<file path="config.mk">
export PLATFORM = sky130hd
export DESIGN_NAME = perm_interleaver
export DESIGN_NICKNAME = d
export VERILOG_FILES = /design/src/rtl/pil_pkg.sv /design/src/rtl/pil_seq_cnt.sv /design/src/rtl/pil_perm_rom.sv /design/src/rtl/pil_bank_mem.sv /design/src/rtl/perm_interleaver.sv
export SDC_FILE = /design/constraint.sdc
export NUM_CORES = 1
export LEC_CHECK = 0
export CAP_MARGIN = 20
export CORE_MARGIN = 10
export CORE_UTILIZATION = 27
export DETAILED_ROUTE_END_ITERATION = 8
export PLACE_DENSITY = 0.48
export SYNTH_ARGS = -nofsm -noshare
export SYNTH_HDL_FRONTEND = slang
export SYNTH_HIERARCHICAL = 1
export SYNTH_SLANG_ARGS = --single-unit
</file>
<file path="constraint.sdc">
create_clock -name clk -period 4.5 [get_ports clk]
set_input_delay 0.675 -clock clk [delete_from_list [all_inputs] [get_ports clk]]
set_output_delay 0.675 -clock clk [all_outputs]
set_load 0.03 [all_outputs]
</file>
<file path="src/rtl/pil_pkg.sv">
// Shared helpers for the permutation interleaver.
// Assumes the multiplier is coprime with the block length, so the affine
// map below visits every address exactly once.
package pil_pkg;

    // Address held by table entry idx for a block of len symbols.
    function automatic int unsigned perm_entry(int unsigned idx, int unsigned len,
                                               int unsigned mul, int unsigned add);
        return (mul * idx + add) % len;
    endfunction

endpackage

</file>
<file path="src/rtl/pil_seq_cnt.sv">
// Position counter within a block: counts 0..LEN-1 on each step and wraps.
// Assumes LEN >= 2.
module pil_seq_cnt #(
    parameter  int unsigned LEN = 16,
    localparam int unsigned CW  = $clog2(LEN)
) (
    input  logic          clk,
    input  logic          rst_n,
    input  logic          step,
    output logic [CW-1:0] count,
    output logic          at_end
);

    assign at_end = (count == CW'(LEN - 1));

    // Advance by one per step, returning to zero after the last position.
    always_ff @(posedge clk) begin
        if (!rst_n)      count <= '0;
        else if (step)   count <= at_end ? '0 : count + 1'b1;
    end

endmodule

</file>
<file path="src/rtl/pil_perm_rom.sv">
// Constant permutation table: maps a block position to a bank address.
// The table is computed at elaboration, so no contents are listed by hand.
module pil_perm_rom #(
    parameter  int unsigned LEN = 16,
    parameter  int unsigned MUL = 5,
    parameter  int unsigned ADD = 3,
    localparam int unsigned AW  = $clog2(LEN)
) (
    input  logic [AW-1:0] pos,
    output logic [AW-1:0] addr
);

    logic [AW-1:0] perm_tab [LEN];

    // One constant entry per position.
    for (genvar g = 0; g < LEN; g++) begin : g_entry
        assign perm_tab[g] = AW'(pil_pkg::perm_entry(g, LEN, MUL, ADD));
    end

    assign addr = perm_tab[pos];

endmodule

</file>
<file path="src/rtl/pil_bank_mem.sv">
// Two symbol banks with one write port and one asynchronous read port.
// The controller guarantees that a bank is never written while it drains.
module pil_bank_mem #(
    parameter  int unsigned W   = 8,
    parameter  int unsigned LEN = 16,
    localparam int unsigned AW  = $clog2(LEN)
) (
    input  logic          clk,
    input  logic          we,
    input  logic          wbank,
    input  logic [AW-1:0] waddr,
    input  logic [W-1:0]  wdata,
    input  logic          rbank,
    input  logic [AW-1:0] raddr,
    output logic [W-1:0]  rdata
);

    logic [W-1:0] store [2][LEN];

    // Data storage; contents need no reset because full flags gate reads.
    always_ff @(posedge clk) begin
        if (we) store[wbank][waddr] <= wdata;
    end

    assign rdata = store[rbank][raddr];

endmodule

</file>
<file path="src/rtl/perm_interleaver.sv">
// Double-buffered block interleaver/deinterleaver.
// It fills one bank while the other drains, and captures the direction
// with the first symbol of each block. Interleave: sequential write and
// table-ordered read. Deinterleave: table-ordered write and sequential read.
module perm_interleaver #(
    parameter  int unsigned SYM_W    = 8,
    parameter  int unsigned BLK_LEN  = 16,
    parameter  int unsigned PERM_MUL = 5,
    parameter  int unsigned PERM_ADD = 3,
    localparam int unsigned AW       = $clog2(BLK_LEN)
) (
    input  logic             clk,
    input  logic             rst_n,
    input  logic             mode_i,
    input  logic             in_valid,
    output logic             in_ready,
    input  logic [SYM_W-1:0] in_data,
    output logic             out_valid,
    input  logic             out_ready,
    output logic [SYM_W-1:0] out_data
);

    logic [AW-1:0] wcnt, rcnt, wperm, rperm, waddr, raddr;
    logic          wlast, rlast, wr_fire, rd_fire;
    logic [1:0]    bank_full, bank_mode;
    logic          wr_bank, rd_bank, wr_mode_q, wr_mode;

    assign in_ready  = !bank_full[wr_bank];
    assign out_valid = bank_full[rd_bank];
    assign wr_fire   = in_valid && in_ready;
    assign rd_fire   = out_valid && out_ready;

    // Direction of the block being filled: live at its first symbol, then held.
    assign wr_mode = (wcnt == '0) ? mode_i : wr_mode_q;
    assign waddr   = wr_mode ? wperm : wcnt;
    assign raddr   = bank_mode[rd_bank] ? rcnt : rperm;

    pil_seq_cnt #(.LEN(BLK_LEN)) u_wcnt (
        .clk(clk), .rst_n(rst_n), .step(wr_fire), .count(wcnt), .at_end(wlast));

    pil_seq_cnt #(.LEN(BLK_LEN)) u_rcnt (
        .clk(clk), .rst_n(rst_n), .step(rd_fire), .count(rcnt), .at_end(rlast));

    pil_perm_rom #(.LEN(BLK_LEN), .MUL(PERM_MUL), .ADD(PERM_ADD)) u_wrom (
        .pos(wcnt), .addr(wperm));

    pil_perm_rom #(.LEN(BLK_LEN), .MUL(PERM_MUL), .ADD(PERM_ADD)) u_rrom (
        .pos(rcnt), .addr(rperm));

    pil_bank_mem #(.W(SYM_W), .LEN(BLK_LEN)) u_mem (
        .clk(clk), .we(wr_fire), .wbank(wr_bank), .waddr(waddr), .wdata(in_data),
        .rbank(rd_bank), .raddr(raddr), .rdata(out_data));

    // Capture the direction with the first accepted symbol of a block.
    always_ff @(posedge clk) begin
        if (!rst_n)                     wr_mode_q <= 1'b0;
        else if (wr_fire && wcnt == '0) wr_mode_q <= mode_i;
    end

    // Bank pointers: move on after the last symbol of a block on each side.
    always_ff @(posedge clk) begin
        if (!rst_n) begin
            wr_bank <= 1'b0;
            rd_bank <= 1'b0;
        end else begin
            if (wr_fire && wlast) wr_bank <= !wr_bank;
            if (rd_fire && rlast) rd_bank <= !rd_bank;
        end
    end

    // Per-bank full flag and direction: set on fill, cleared on drain.
    always_ff @(posedge clk) begin
        if (!rst_n) begin
            bank_full <= '0;
            bank_mode <= '0;
        end else begin
            for (int b = 0; b < 2; b++) begin
                if (wr_fire && wlast && wr_bank == b[0]) begin
                    bank_full[b] <= 1'b1;
                    bank_mode[b] <= wr_mode;
                end else if (rd_fire && rlast && rd_bank == b[0]) begin
                    bank_full[b] <= 1'b0;
                end
            end
        end
    end

    AST_HOLD_OUT: assert property (@(posedge clk) disable iff (!rst_n)
        out_valid && !out_ready |=> out_valid && $stable(out_data));
    AST_FILL_B0: assert property (@(posedge clk) disable iff (!rst_n)
        $rose(bank_full[0]) |-> $past(wr_fire && wlast && !wr_bank));
    AST_FILL_B1: assert property (@(posedge clk) disable iff (!rst_n)
        $rose(bank_full[1]) |-> $past(wr_fire && wlast && wr_bank));
    AST_NO_OVERWRITE: assert property (@(posedge clk) disable iff (!rst_n)
        (&bank_full) |-> !in_ready);
    AST_DRAIN_ONCE: assert property (@(posedge clk) disable iff (!rst_n)
        rd_fire && rlast && !rd_bank |=> !bank_full[0]);

endmodule

</file>
* After elaboration in Yosys (flattened, before gate mapping)
Memories as Yosys holds them, arrays and structs flattened. A register that Yosys moved wholly into a read port is not among the register bits.
Cells that the tools add are included.
** Storage, ports and cells
- Flip-flop bits (word level) :: 15
- Latch bits :: 0
- Memory bits (writable) :: 256
- ROM bits :: 128
- Output and inout port bits :: 10
- Memories :: 3
** Cells by class
- $add $sub $neg :: 2
- Multiply operators :: 0
- Div/mod/pow operators :: 0
- Order comparisons :: 7
- Equality and inequality tests :: 2
- Shifts and indexed selects :: 0
- Mux-type cells :: 28
- Bitwise gates (word level) :: 6
- Reductions and logical operators :: 16
** Memory list
- u_mem.store :: depth 2, width 128, read ports 1, clocked after Yosys merged registers in 1, wr ports 1, line pil_bank_mem.sv:18 : logic [W-1:0] store [2][LEN];
- (no name shown) :: depth 16, width 4, read ports 1, clocked after Yosys merged registers in 0, wr ports 0, line pil_perm_rom.sv:20 : assign addr = perm_tab[pos];
- (no name shown) :: depth 16, width 4, read ports 1, clocked after Yosys merged registers in 0, wr ports 0, line pil_perm_rom.sv:20
** Operators with widths (count)
- $mux 128 :: 1
- $bmux 8 s4 :: 1
- $demux 8 s4 :: 1
- $mux 4 :: 8
- $mux 8 :: 3
- $ge 5x5->1 const B :: 4
- $not 4->5 :: 4
- $mux 1 :: 14
- $logic_and 1x1->1 :: 10
- $add 4x1->4 const B :: 2
- $eq 4x4->1 const B :: 2
- $lt 5x1->1 const B :: 1
- $logic_not 4->1 :: 1
- $lt 1x2->1 const B :: 2
- $reduce_bool 2->1 :: 2
- $logic_not 1->1 :: 3
- $not 1->1 :: 2

* Logic depth before layout (Yosys ltp)
Gate-level depths: netlist of the first run.
- Depth in word-level cells :: 11
- Depth in mapped cells :: 9
- Mapped depth without buffers :: 7

* Hierarchy
Netlist of the first run, hierarchy kept.
** By module, submodules not included
- pil_bank_mem :: instances 1, cells an instance 409, area an instance 9893.2 um^2, sequential area each 7687.4 um^2
- perm_interleaver :: instances 1, cells an instance 44, area an instance 446.7 um^2, sequential area each 140.1 um^2
- pil_seq_cnt :: instances 2, cells an instance 18, area an instance 188.9 um^2, sequential area each 80.1 um^2
- pil_perm_rom :: instances 2, cells an instance 15, area an instance 132.6 um^2, sequential area each 0.0 um^2

* Worst setup path after synthesis of the first run
No wires, ideal clock.
- Path kind :: reg2out
- From :: register u_rcnt.count[0]
- To :: output port out_data[0]
- Arrival :: 2.831 ns
- Path slack :: 0.994 ns
- Cell stages (with the launch flop) :: 10
- Path buffers :: 2
- Path through :: dfxtp_1 inv_1 ha_1 inv_1 mux2_2 clkbuf_1 clkbuf_1 mux4_2 mux4_2 mux2_2
** On the way
- Word-level cells in the longest chain between the ends :: 9
** RTL lines
- start, declared :: line pil_seq_cnt.sv:10 : output logic [CW-1:0] count,
- start signal, assigned :: line pil_seq_cnt.sv:19 : else if (step) count <= at_end ? '0 : count + 1'b1;
- $not 4->5 (implied by the code) :: line pil_perm_rom.sv:20
- $mem_v2 16x4
- $mux 4 (implied by the code) (2 in series) :: line pil_perm_rom.sv:20
- net rperm[1] :: line perm_interleaver.sv:23 : logic [AW-1:0] wcnt, rcnt, wperm, rperm, waddr, raddr;
- $mux 4 :: line perm_interleaver.sv:36 : assign raddr = bank_mode[rd_bank] ? rcnt : rperm;
- net raddr[1] :: line perm_interleaver.sv:23
- $not 4->5 (implied by the code) :: line pil_bank_mem.sv:25 : assign rdata = store[rbank][raddr];
- $bmux 8 s4 :: line pil_bank_mem.sv:25
- $mux 8 (implied by the code) (2 in series) :: line pil_bank_mem.sv:25
- end, declared :: line perm_interleaver.sv:20 : output logic [SYM_W-1:0] out_data
The timed path passes the listed nets, and every way through them passes these cells. The select of a mux whose other input is x is not followed.

* Worst setup path in the final report of the first run
Ends and elaborated chain as after synthesis.

==> impl_metrics.csv, run 1 <==
group,metric,value,unit
synth,ys_seq_elements,271,
clock_network,cts_max_path_buffers,3,
synth,synthArstFlopShare,0,%
floorplan,die_w,221.7,µm
sta,hold_viol_final,0,
setup_path,critPathLaunchType,"flip-flop",
grt,grt_pass1_vias,5533,
clock_network,numCtsBuffers,28,
sta,slew_viol_final,0,
place,gp_congestion,0.7278,
setup_path,crit_start,"u_rcnt/count[0]",
pwr,p_comb_share,3.8,%
worst_hold_path,worstHoldPathType,"flip-flop to flip-flop",
drt,wl_per_cell,22.33,µm
layout,postLayoutCellArea,13040,µm²
setup_path,critPathRequiredTime,3830,ps
pwr,p_total,5.233,mW
grt,track_usage,10.14,%
sta,worst_slew_pin_slew,1083,ps
sta,period_needed,4244,ps
sta,fmax,235.6,MHz
setup_path,worst-setup-path-type,"flip-flop to primary output",
floorplan,initial_core_util,27.45,%
grt,grt_max_degree,70,
grt,grt_pass1_wl,38.01,mm
clock_network,htree_levels,1,
floorplan,die-area,49140,µm²
drt,vias_per_cell,4.700,
run,cap_violations,0,
drt,drtPass1Iterations,4,
synth,synth-edff-count,256,
sta,slew_headroom,27.55,%
setup_path,crit_path_top_delay_cell,"mux4_2",
sta,clock_skew,21.45,ps
floorplan,core,40010,µm²
sta,setup_viol,0,
clock_network,clock_latency,560,ps
layout,layout-drive-gt1-share,31.09,%
clock_network,cts_tree,"yes",
pwr,ir_worst_vdd,0.2557,mV
setup_path,cp_max_fo,64,
grt,antenna_found_initial,1,
clock_network,ctsHoldBuffers,0,
synth,ys_seq_area_share,72.73,%
layout,post-route-util,32.60,%
synth,avgSynthCellArea,21.16,µm²
place,dp_hpwl,15.87,mm
sta,whs,549.8,ps
sta,rsz0062_at_grt,"no",
floorplan,num_rows,73,
floorplan,die_y,221.7,µm
grt,gr-total-overflow,0,
clock_network,clkTransAtPathRegs,60,ps
setup_path,endpoint_kind,"primary output",
clock_network,ctsResizeCount,0,
pwr,seqPwrFrac,53.5,%
sta,fin_ws,256.1,ps
place,portBuffers,22,
synth,synth_cells,519,
setup_path,crit_path_max_incr_delay,550,ps
clock_network,clockRootBuffer,"clkbuf_16",
layout,syn_to_final_growth,18.76,%
setup_path,cp_data_arrival_time,3570,ps
status,outcome,"completed",
layout,finalNetCount,615,
pwr,p_clk_share,42.7,%
worst_hold_path,hold_start,"bank_mode[0]",
sta,setup_tns,0,ps
setup_path,r2r_start,"u_wcnt/count[1]",
place,post-place-ws,770.4,ps
layout,layoutNonFillerInstCount,1134,
clock_network,cts_setup_buffers,0,
synth,ys_warn_count,6,
pwr,p_sw_share,20.26,%
sta,period_share,94.31,%
synth,ys.flop_type,"edfxtp_1",
layout,fillers,3802,
floorplan,num_io_pins,23,
clock_network,cts_sinks,271,
synth,yosysUniqueCellTypes,36,
drt,vias,5330,
synth,synth_area,10980,µm²
place,dp_cells,1081,
setup_path,crit_chain,"inv_1, ha_1, inv_1, mux2_2, buf_12, mux4_2, mux4_2, mux2_2, buf_4",
synth,syn_nets,544,
place,place_area,12050,µm²
drt,drt-total-wl,25.32,mm
drt,ant_nets,0,
pwr,p_leak,4.101,nW
drt,drtIter0Drc,458,
pwr,power.switching,1.060,mW
drt,drc,0,
pwr,power.density,401.2,nW/µm²
pwr,p_int,4.173,mW
## cell usage after synthesis, types with 7 or more instances
cell | number | share of area, %
edfxtp_1 | 256 | 70
mux4_2 | 80 | 16
nor2_1 | 35 | 1.2
mux2_2 | 17 | 1.7
dfxtp_1 | 15 | 2.7
mux2i_1 | 15 | 1.4
ha_1 | 12 | 1.4
inv_1 | 9 | 0.31
clkbuf_1 | 7 | 0.24
## power groups by stage
stage                     sequential [mW]  clock (mW)  combinational, mW
after floorplan                      2.85           0             0.0845
after global placement               2.85           0              0.176
after detailed placement             2.86           0              0.187
after CTS                            2.80        2.29              0.188
after global routing                 2.80        2.40              0.214
final                                2.80        2.24              0.196
## placed cells by master, fill, tap and decap left out, types with 3 or more instances in the layout
cell type,synthesis,final
dfxtp_1,15,14
nor2_1,35,35
mux4_2,80,80
mux2_2,17,17
buf_16,0,5
mux2i_1,15,15
clkdlybuf4s50_1,0,14
clkinv_1,0,8
clkbuf_1,7,4
a21oi_1,6,6
clkbuf_16,0,28
ha_1,12,12
nor2b_1,6,6
inv_1,9,9
edfxtp_1,256,256
nand3_1,6,6
nand2_1,3,3
or3b_2,3,3
nand3b_1,6,6
and2_1,4,4
buf_4,6,40
bufinv_16,0,3
a31oi_1,4,4
## worst max-delay path, delay by kind of cell, from the launching register on
| family | cells | cell delay [ps] |
|---|---|---|
| adder cells (fa/ha/maj) | 1 | 350 |
| buffers and inverters | 4 | 730 |
| multiplexers | 4 | 1440 |
| flip-flops | 1 | 490 |
## final cells by class
cell class                 instances  area [µm²]  share of cell area, %
clock inverter                    16       170.2                  1.305
multi-input combinational        219        2855                  21.89
clock buffer                      32       715.7                  5.487
antenna                            1       2.502                0.01918
sequential                       271        7991                  61.27
inverter                           9       33.78                 0.2590
tap                              525       656.9                  5.036
timing repair buffer              61       618.1                  4.739
## sequential cells by signal, indices dropped and copies added (netlist names)
name	flops
u_rcnt/count	4
wr_mode_q	1
rd_bank	1
bank_full	2
u_wcnt/count	4
wr_bank	1
bank_mode	2
u_mem/store	256
## logic make-up after synthesis
family,Yosys count,share of synthesized area [%]
AOI/OAI and AO/OA,19,1.196
xor gates and xnor gates,2,0.1595
adders and majority gates,12,1.367
buffers and inverters,29,1.276
DFF,271,72.73
muxes,114,19.72
and+or+nand+nor,72,3.554
## final timing paths
path                            cells past startpoint  slack [ps]                 end
worst max-delay path                                9         260         out_data[0]
worst max register to register                      6        1150  u_mem/store[0][26]
worst min register to register                      2         550        bank_mode[0]
worst min-delay path                                2         550        bank_mode[0]
## per-layer routing
layer	part of all wire [%]	wire [µm]	track usage, %
met3	6.0	1517	2.307
met2	46	11580	15.10
met1	46	11680	14.59
met4	2.2	551	2.493
met5	0	0	0
Note: power is estimated with default switching activity, not from simulation.
==> run 2, diff against run 1 <==
--- a/config.mk
+++ b/config.mk
@@ -5,6 +5,7 @@
 export SDC_FILE = /design/constraint.sdc
 export NUM_CORES = 1
 export LEC_CHECK = 0
+export ABC_AREA = 1
 export CAP_MARGIN = 20
 export CORE_MARGIN = 10
 export CORE_UTILIZATION = 27
==> impl_metrics.csv, run 2 <==
group,metric,value,unit
status,outcome,"completed",
floorplan,num_rows,76,
grt,antenna_found_initial,0,
layout,top_register,"u_mem/store",
layout,regArea,7991,µm²
synth,ys_seq_area_share,67.51,%
setup_path,endpoint_kind,"primary output",
synth,synthTopCellsByCount,"nand2_1 (425), edfxtp_1 (256), nand3_1 (204)",
synth,synth-edff-count,256,
place,dp_hpwl,17.94,mm
clock_network,numCtsBuffers,29,
clock_network,ctsHoldBuffers,0,
clock_network,clockRootBuffer,"clkbuf_16",
sta,worst_slew_pin_slew,969.6,ps
drt,drtPass1Iterations,5,
setup_path,crit_start,"rd_bank",
layout,final_common_cell,"nand2_1",
setup_path,worst-setup-path-type,"flip-flop to primary output",
grt,grt_pass1_vias,7708,
sta,slew_headroom,35.12,%
setup_path,r2r_start,"u_wcnt/count[0]",
synth,ys_seq_elements,271,
synth,yosysUniqueCellTypes,24,
sta,setup_tns,0,ps
drt,ant_nets,0,
sta,setup_viol,0,
clock_network,clock_latency,560,ps
layout,syn_to_final_growth,15.15,%
sta,hold_viol_final,0,
setup_path,critPathLaunchType,"flip-flop",
grt,grt_max_degree,76,
synth,avgSynthCellArea,10.61,µm²
synth,ys_warn_count,6,
sta,fmax,248.3,MHz
setup_path,cp-endpoint,"out_data[4]",
clock_network,cts_sinks,271,
clock_network,cts_tree,"yes",
layout,fillers,4465,
place,gp_congestion,0.7621,
layout,antenna_cells,0,
sta,period_share,89.50,%
drt,met3_length,1.431,mm
grt,grt_pass1_wl,47.38,mm
clock_network,cts_max_path_buffers,3,
drt,top_layer,"met4",
floorplan,die_y,229.3,µm
drt,drt-total-wl,30.48,mm
drt,wl_met2,14.13,mm
layout,largest_register_ffs,256,
setup_path,r2r_end,"u_mem/store[0][98]",
drt,vias_per_cell,4.505,
drt,drtIter0Drc,588,
layout,layout-drive-gt1-share,8.851,%
synth,synth_cells,1115,
clock_network,htree_levels,1,
pwr,p_leak,5.023,nW
worst_hold_path,worstHoldPathType,"flip-flop to flip-flop",
floorplan,core,43170,µm²
sta,slew_viol_final,0,
layout,top_regs,"u_mem/store: 256 flops, u_rcnt/count: 4 flops, u_wcnt/count: 4 flops",
sta,clock_skew,16.54,ps
synth,synth_top_area_share,64.97,%
clock_network,clkTransAtPathRegs,60,ps
layout,finalNetCount,1177,
setup_path,cp_data_arrival_time,3350,ps
drt,wl_per_cell,17.32,µm
layout,final_cell_mix,"nand2_1 (425), edfxtp_1 (256), nand3_1 (204)",
synth,syn_nets,1140,
synth,synthArstFlopShare,0,%
floorplan,die_w,229.3,µm
place,portBuffers,22,
drt,vias,7928,
grt,gr-total-overflow,0,
pwr,ir_worst_vdd,0.2457,mV
floorplan,num_io_pins,23,
synth,synth.most_common_cell,"nand2_1",
clock_network,ctsResizeCount,0,
floorplan,initial_core_util,27.41,%
setup_path,reg2regPathDepth,11,
setup_path,cp_max_fo,64,
floorplan,die-area,52600,µm²
drt,drc,0,
synth,synth_top_area_cell,"edfxtp_1",
layout,multiInputGateArea,3236,µm²
synth,synth_area,11830,µm²
synth,yosys-top-cells-area,"edfxtp_1 (65%), nand2_1 (13%), nand3_1 (8.6%)",
clock_network,cts_setup_buffers,0,
sta,period_needed,4027,ps
pwr,power.density,386.6,nW/µm²
layout,post-route-util,31.56,%
synth,ys.flop_type,"edfxtp_1",
sta,rsz0062_at_grt,"no",
setup_path,regToRegSetupSlack,1330,ps
drt,met1_length,14.25,mm
grt,track_usage,11.41,%
run,cap_violations,0,
setup_path,critPathRequiredTime,3830,ps
-- run 2: cell count changes after synthesis, sizes merged, moves of 5 or more --
| cell | previous run | this run |
|---|---|---|
| buf | 13 | 48 |
| nor3 | 0 | 16 |
| inv | 9 | 53 |
| mux2 | 19 | 0 |
| nand2 | 5 | 432 |
| mux4 | 80 | 0 |
| nand3b | 6 | 0 |
| nand4 | 0 | 5 |
| o21ai | 2 | 15 |
| nand3 | 6 | 204 |
| nor2b | 6 | 0 |
| mux2i | 15 | 0 |
-- run 2: routing by layer --
layer  up-vias  track usage [%]
li1       3873                -
met1      3851            15.59
met2       159            18.45
met3        45            1.854
met4         0            2.938
met5         -                0
-- run 2: layout make-up --
cell class,count,share of cell area (%)
Sequential cell,271,58.65
Clock buffer,38,5.574
Multi-Input combinational cell,734,23.75
Tap cell,585,5.372
Timing Repair Buffer,61,4.169
Clock inverter,16,0.9550
Inverter,55,1.534
-- run 2: logic make-up after synthesis --
group | count (synthesis) | share of synthesized area [%]
AO/OA/AOI/OAI | 27 | 1.227
adder cells (fa/ha/maj) | 12 | 1.269
buffers and inverters | 110 | 5.277
flip-flops | 271 | 67.51
AND/OR/NAND/NOR | 695 | 24.72
-- run 2: worst min-delay path by stage --
stage                          from         to  slack [ps]  cells past startpoint
after floorplan           wr_mode_q  wr_mode_q         460                      2
after global placement    wr_mode_q  wr_mode_q         470                      2
after detailed placement  wr_mode_q  wr_mode_q         490                      2
after CTS                 wr_mode_q  wr_mode_q         500                      2
after global routing      wr_mode_q  wr_mode_q         520                      2
final                     wr_mode_q  wr_mode_q         500                      2
-- run 2: through the flow --
step	cells	worst slack, ps	instance area (µm²)	hold slack (ps)	total power [mW]
floorplan	1115	1763	11830	455.4	2.944
global placement	1706	991.2	12740	469.0	3.051
detailed placement	1706	1006	12740	491.7	3.056
CTS	1760	412.5	13630	500.4	5.330
global route	1760	123.4	13630	517.6	5.450
finish	1760	472.6	13630	495.8	5.268
-- run 2: worst max-delay path: stages (launching register included) --
cell,delay [ps]
dfxtp_4,380
o21ai_1,500
nand2_1,200
o21ai_4,110
buf_4,680
nand3_1,170
nand3_1,140
nand2_1,60
nand2_1,90
nand2_1,70
nand2_1,110
nand2_1,120
buf_12,160
-- run 2: power by group --
| part | switching (mW) | internal [mW] |
|---|---|---|
| sequential | 0.0104 | 2.79 |
| clock | 0.971 | 1.30 |
| combinational | 0.145 | 0.0527 |
| total | 1.13 | 4.14 |
